### src/rtl/irqc_pkg.sv
package irqc_pkg;
  localparam logic [1:0] ADDR_ENABLE = 2'd0;
  localparam logic [1:0] ADDR_MODE   = 2'd1;
  localparam logic [1:0] ADDR_PEND   = 2'd2;
endpackage

### src/rtl/irqc_sync.sv
module irqc_sync #(
  parameter int W = 9
) (
  input  logic         clk,
  input  logic         rst,
  input  logic [W-1:0] d,
  output logic [W-1:0] q
);
  logic [W-1:0] meta_q;
  always_ff @(posedge clk) begin
    if (rst) begin
      meta_q <= '0;
      q      <= '0;
    end else begin
      meta_q <= d;
      q      <= meta_q;
    end
  end
endmodule

### src/rtl/irqc_detect.sv
module irqc_detect #(
  parameter int N = 8
) (
  input  logic         clk,
  input  logic         rst,
  input  logic [N-1:0] line_s,
  input  logic [N-1:0] enable,
  input  logic [N-1:0] mode_edge,
  input  logic [N-1:0] w1c,
  input  logic [N-1:0] ack_clr,
  output logic [N-1:0] pend,
  output logic [N-1:0] req
);
  logic [N-1:0] prev_q;

  always_ff @(posedge clk) begin
    if (rst) prev_q <= '0;
    else     prev_q <= line_s;
  end

  for (genvar i = 0; i < N; i++) begin : g_line
    logic set_i, clr_i;
    assign set_i = mode_edge[i] & enable[i] & line_s[i] & ~prev_q[i];
    assign clr_i = w1c[i] | ack_clr[i] | ~mode_edge[i];

    always_ff @(posedge clk) begin
      if (rst)        pend[i] <= 1'b0;
      else if (set_i) pend[i] <= 1'b1;
      else if (clr_i) pend[i] <= 1'b0;
    end

    assign req[i] = enable[i] & (mode_edge[i] ? pend[i] : line_s[i]);

    // a disabled line cannot acquire a pending bit
    p_masked_no_latch_r3: assert property (@(posedge clk) disable iff (rst)
      (!pend[i] && !enable[i]) |=> !pend[i]);
    // level mode never leaves a pending bit behind
    p_level_no_latch_r7: assert property (@(posedge clk) disable iff (rst)
      !mode_edge[i] |=> !pend[i]);
  end
endmodule

### src/rtl/irqc_prio.sv
module irqc_prio #(
  parameter int N     = 8,
  parameter int IDX_W = 3
) (
  input  logic             clk,
  input  logic             rst,
  input  logic [N-1:0]     req,
  output logic             any,
  output logic [IDX_W-1:0] idx
);
  always_comb begin
    any = 1'b0;
    idx = '0;
    for (int i = N - 1; i >= 0; i--) begin
      if (req[i]) begin
        any = 1'b1;
        idx = IDX_W'(i);
      end
    end
  end

  // the winner is requesting and no lower index is
  p_winner_lowest_r8: assert property (@(posedge clk) disable iff (rst)
    any |-> (req[idx] && ((req & ((N'(1) << idx) - N'(1))) == '0)));
endmodule

### src/rtl/irq_vector_ctrl.sv
module irq_vector_ctrl #(
  parameter int N_LINES  = 8,
  parameter int VEC_W    = 8,
  parameter int VEC_BASE = 32,
  parameter int NMI_VEC  = 2
) (
  input  logic               clk,
  input  logic               rst,
  input  logic [N_LINES-1:0] irq_raw,
  input  logic               nmi_raw,
  input  logic               insn_boundary,
  input  logic               ack,
  input  logic               reg_we,
  input  logic [1:0]         reg_addr,
  input  logic [N_LINES-1:0] reg_wdata,
  output logic [N_LINES-1:0] reg_rdata,
  output logic               irq_out,
  output logic [VEC_W-1:0]   vec_out
);
  import irqc_pkg::*;

  localparam int IDX_W = (N_LINES > 1) ? $clog2(N_LINES) : 1;
  localparam int SW    = N_LINES + 1;

  logic [SW-1:0]      sync_q;
  logic [N_LINES-1:0] line_s, enable_q, mode_q, pend, req, w1c, ack_clr;
  logic               nmi_s, nmi_prev_q, nmi_pend_q;
  logic               any;
  logic [IDX_W-1:0]   idx;
  logic               sel_nmi_q;
  logic [IDX_W-1:0]   sel_idx_q;
  logic               take, done;

  irqc_sync #(.W(SW)) u_sync (
    .clk (clk), .rst (rst), .d ({nmi_raw, irq_raw}), .q (sync_q)
  );
  assign line_s = sync_q[N_LINES-1:0];
  assign nmi_s  = sync_q[N_LINES];

  always_ff @(posedge clk) begin
    if (rst) begin
      enable_q <= '0;
      mode_q   <= '0;
    end else if (reg_we) begin
      if (reg_addr == ADDR_ENABLE) enable_q <= reg_wdata;
      if (reg_addr == ADDR_MODE)   mode_q   <= reg_wdata;
    end
  end

  always_ff @(posedge clk) begin
    if (rst) reg_rdata <= '0;
    else begin
      case (reg_addr)
        ADDR_ENABLE: reg_rdata <= enable_q;
        ADDR_MODE:   reg_rdata <= mode_q;
        ADDR_PEND:   reg_rdata <= pend;
        default:     reg_rdata <= '0;
      endcase
    end
  end

  assign w1c  = (reg_we && reg_addr == ADDR_PEND) ? reg_wdata : '0;
  assign take = !irq_out && insn_boundary && (nmi_pend_q || any);
  assign done = irq_out && ack;

  for (genvar i = 0; i < N_LINES; i++) begin : g_ackclr
    assign ack_clr[i] = done && !sel_nmi_q && (sel_idx_q == IDX_W'(i));
  end

  irqc_detect #(.N(N_LINES)) u_detect (
    .clk (clk), .rst (rst), .line_s (line_s), .enable (enable_q),
    .mode_edge (mode_q), .w1c (w1c), .ack_clr (ack_clr),
    .pend (pend), .req (req)
  );

  irqc_prio #(.N(N_LINES), .IDX_W(IDX_W)) u_prio (
    .clk (clk), .rst (rst), .req (req), .any (any), .idx (idx)
  );

  always_ff @(posedge clk) begin
    if (rst) begin
      nmi_prev_q <= 1'b0;
      nmi_pend_q <= 1'b0;
    end else begin
      nmi_prev_q <= nmi_s;
      if (nmi_s && !nmi_prev_q)  nmi_pend_q <= 1'b1;
      else if (done && sel_nmi_q) nmi_pend_q <= 1'b0;
    end
  end

  always_ff @(posedge clk) begin
    if (rst) begin
      irq_out   <= 1'b0;
      vec_out   <= '0;
      sel_nmi_q <= 1'b0;
      sel_idx_q <= '0;
    end else if (take) begin
      irq_out   <= 1'b1;
      sel_nmi_q <= nmi_pend_q;
      sel_idx_q <= idx;
      vec_out   <= nmi_pend_q ? VEC_W'(NMI_VEC)
                              : VEC_W'(VEC_BASE) + VEC_W'(idx);
    end else if (done) begin
      irq_out <= 1'b0;
    end
  end

  // presented request is frozen until acknowledged
  p_hold_until_ack_r10: assert property (@(posedge clk) disable iff (rst)
    (irq_out && !ack) |=> (irq_out && $stable(vec_out)));
  // acknowledge withdraws the request
  p_ack_drops_r10: assert property (@(posedge clk) disable iff (rst)
    (irq_out && ack) |=> !irq_out);
  // no new request outside an instruction boundary
  p_boundary_gate_r2: assert property (@(posedge clk) disable iff (rst)
    (!irq_out && !insn_boundary) |=> !irq_out);
  // a latched non-maskable event beats every line
  p_nmi_first_r4: assert property (@(posedge clk) disable iff (rst)
    (!irq_out && insn_boundary && nmi_pend_q) |=>
      (irq_out && vec_out == VEC_W'(NMI_VEC)));
endmodule

### config.mk
export PLATFORM = sky130hd
export DESIGN_NAME = irq_vector_ctrl
export DESIGN_NICKNAME = d
export VERILOG_FILES = /design/src/rtl/irqc_pkg.sv /design/src/rtl/irqc_sync.sv /design/src/rtl/irqc_detect.sv /design/src/rtl/irqc_prio.sv /design/src/rtl/irq_vector_ctrl.sv
export SDC_FILE = /design/constraint.sdc
export NUM_CORES = 1
export LEC_CHECK = 0
export CAP_MARGIN = 0
export CORE_ASPECT_RATIO = 1.25
export CORE_UTILIZATION = 30
export DETAILED_ROUTE_END_ITERATION = 8
export DONT_BUFFER_PORTS = 1
export PLACE_DENSITY = 0.53
export SYNTH_ARGS = -nofsm -noshare
export SYNTH_HDL_FRONTEND = slang
export SYNTH_SLANG_ARGS = --single-unit
export TNS_END_PERCENT = 1
### constraint.sdc
create_clock -name clk -period 5.4 [get_ports clk]
set_clock_uncertainty 0.05 [all_clocks]
set_input_delay 1.08 -clock clk [delete_from_list [all_inputs] [get_ports clk]]
set_output_delay 1.08 -clock clk [all_outputs]
set_load 0.01 [all_outputs]
==> impl_metrics.env <==
export IMPL_status="finished, final reports clean"
export IMPL_cts_resized=0
export IMPL_synth_avg_cell_area_um2=9.74
export IMPL_grt_pass1_vias=1800
export IMPL_holdWs_ns=0.386
export IMPL_fmax_mhz=487
export IMPL_dr_first_iter_drc_count=135
export IMPL_htreeDepth=3
export IMPL_crit_required_ns=5.59
export IMPL_die_y_um=110
export IMPL_relSlewSlack_pct=53.6
export IMPL_finalSetupViolCount=0
export IMPL_worstSetupPathType="primary input to flop"
export IMPL_min_delay_start="u_sync.meta_q[5]$_SDFF_PP0_"
export IMPL_cts_hold_repair_buffers=0
export IMPL_core_area_um2=8840
export IMPL_end_kind="flop"
export IMPL_hold_class="flop to flop"
export IMPL_cellPowerDensity_nw_per_um2=325
export IMPL_post_route_min_period_ns=2.06
export IMPL_critical_path_arrival_ns=2.25
export IMPL_final_layout_size_suffix_gt1_share_pct=9.72
export IMPL_clock_sinks=69
export IMPL_period_share_pct=38.1
export IMPL_place_hpwl_um=4060
export IMPL_syn_instance_count=286
export IMPL_via_per_inst=4.73
export IMPL_post_cts_setup_buffers=0
export IMPL_reg2reg_depth=5
export IMPL_r2r_setup_slack_ns=3.34
export IMPL_cts_tree="yes"
export IMPL_synth_edf_count=0
export IMPL_antenna_found_initial=0
export IMPL_dieArea_um2=9680
export IMPL_ant_nets=0
export IMPL_post_route_drc_count=0
export IMPL_worstMarginPinSlew_ns=0.690
export IMPL_clockRootBuffer="clkbuf_8"
export IMPL_r2r_end="vec_out[1]$_SDFFE_PP0P_"
export IMPL_grt_pass1_wl_um=9470
export IMPL_ys_warn_count=0
export IMPL_io_pins=41
export IMPL_first_pass_iters=4
export IMPL_final_nets=308
export IMPL_pre_cts_ws_ns=3.00
export IMPL_seq_area_frac_synth_pct=49.6
export IMPL_maxCapViolCount=0
export IMPL_rsz0062_at_grt="no"
export IMPL_dieWidth_um=88.2
export IMPL_finalInstanceArea_um2=3070
export IMPL_placed_cell_area_um2=2880
export IMPL_placed_cells=393
export IMPL_instances_no_fill=408
export IMPL_whs_path_depth=1
export IMPL_ir_worst_vdd_mv=0.0997
export IMPL_worstSetupStartpointType="primary input"
export IMPL_power_leakage_uw=0.00120
export IMPL_clockBufferDepth=2
export IMPL_async_flop_share_pct=0
export IMPL_wl_um=5930
export IMPL_cts_buffers=9
export IMPL_layout_commonest_cell="dfxtp_1"
export IMPL_setup_tns_ns=0
export IMPL_rows=38
export IMPL_ys_flop_type="dfxtp_1"
export IMPL_r2r_start="mode_q[6]$_SDFFE_PP0P_"
export IMPL_vias=1930
export IMPL_drv_slew=0
export IMPL_synth_seq_cells=69
export IMPL_gp_congestion=0.763
export IMPL_mostFrequentLayoutCells="dfxtp_1 (69), nor2_1 (40), nor2b_1 (32)"
export IMPL_min_to="u_sync.q[5]$_SDFF_PP0_"
export IMPL_diodes=0
export IMPL_track_usage_pct=13.5
export IMPL_layout_setup_ws_ns=3.34
export IMPL_grt_max_degree=68
export IMPL_io_buffers=0
export IMPL_start_util_pct=31.5
export IMPL_clk_pin_slew_worst_paths_ns=0.08
export IMPL_wl_per_cell_um=14.5
export IMPL_yosysUniqueCellTypes=40
export IMPL_path_max_fanout=11
export IMPL_syn_area_um2=2790
export IMPL_grt_overflow=0
export IMPL_clk_latency_ns=0.34
export IMPL_area_delta_synth_final_pct=10.3
export IMPL_fill_cells=923
export IMPL_finalHoldViolations=0
==> report_power, final <==
group	internal [uW]	switching (uW)	leakage [uW]
clock network	234	188	0.000101
logic	21.3	19.9	0.000537
registers	523	12.3	0.000562
total	779	220	0.00120
==> worst max-delay path by stage <==
stage	slack [ns]	depth (start not counted)	startpoint	endpoint
2_1_floorplan	3.12	5	reg_addr[1]	mode_q[7]$_SDFFE_PP0P_
3_3_place_gp	3.08	4	reg_addr[1]	u_detect.pend[2]$_SDFFE_PP0P_
3_5_place_dp	3.00	4	reg_addr[1]	u_detect.pend[2]$_SDFFE_PP0P_
4_1_cts	3.37	5	mode_q[0]$_SDFFE_PP0P_	vec_out[1]$_SDFFE_PP0P_
5_1_grt	3.08	5	mode_q[6]$_SDFFE_PP0P_	vec_out[1]$_SDFFE_PP0P_
6_report	3.34	4	reg_addr[1]	u_detect.pend[2]$_SDFFE_PP0P_
==> cell usage after synthesis, types with 3 or more instances <==
| cell | n | share of area [%] |
|---|---|---|
| inv_1 | 3 | 0.40 |
| buf_4 | 4 | 1.1 |
| mux2_2 | 3 | 1.2 |
| and2_1 | 4 | 0.90 |
| mux2_4 | 3 | 1.6 |
| o21ai_0 | 3 | 0.54 |
| nand3_1 | 3 | 0.54 |
| dfxtp_1 | 69 | 50 |
| nand4b_1 | 8 | 2.5 |
| a221o_1 | 6 | 2.2 |
| clkbuf_1 | 12 | 1.6 |
| mux2i_1 | 29 | 10 |
| a21oi_1 | 20 | 3.6 |
| nor2_1 | 40 | 5.4 |
| nand2_1 | 18 | 2.4 |
| nor2b_1 | 32 | 7.2 |
==> per-layer routing <==
metal / vias to the layer above / wire length (um) / track usage (%)
met4: 0 / 216 / 9.45
met5: - / 0 / 0
li1: 983 / - / -
met1: 873 / 2760 / 16.9
met2: 61 / 2620 / 19.7
met3: 13 / 333 / 3.75
==> flip-flops by register name, indices dropped and copies added, names as in the netlist <==
name	count
sel_idx_q	3
vec_out	4
u_sync.meta_q	9
mode_q	8
irq_out	1
nmi_prev_q	1
u_detect.pend	8
sel_nmi_q	1
nmi_pend_q	1
u_detect.prev_q	8
reg_rdata	8
u_sync.q	9
enable_q	8
==> worst max-delay path, cell delays in order <==
cell	delay (ns)
nor2b_1	0.49
and2_1	0.40
a221o_1	0.21
a21oi_1	0.06
==> cells by family (layout without fill, tap and decap cells) <==
group | count (synthesis) | in the layout | synth area share (%)
and+or+nand+nor | 117 | 117 | 22.1
AOI/OAI and AO/OA | 43 | 43 | 11.5
buffers and inverters | 21 | 20 | 3.41
muxes | 35 | 35 | 13.2
other | 1 | 4 | 0.135
DFF | 69 | 69 | 49.6
==> final cells by class <==
| cell class | count | area (um2) | share of cell area [%] |
|---|---|---|---|
| sequential | 69 | 1380 | 44.9 |
| multi-input combinational | 199 | 1320 | 43.0 |
| clock buffer | 11 | 151 | 4.92 |
| tap | 120 | 150 | 4.88 |
| clock inverter | 4 | 47.5 | 1.55 |
| inverter | 4 | 15.0 | 0.488 |
| timing repair buffer | 1 | 7.51 | 0.244 |
==> metrics by stage <==
| step | utilization [%] | total power (uW) |
|---|---|---|
| after floorplan | - | 590 |
| after global placement | 32.5 | 588 |
| after detailed placement | 32.5 | 589 |
| after CTS | 34.8 | 1020 |
| after global routing | 34.8 | 1040 |
| final | 34.8 | 999 |
(Power assumes the default switching activity.)
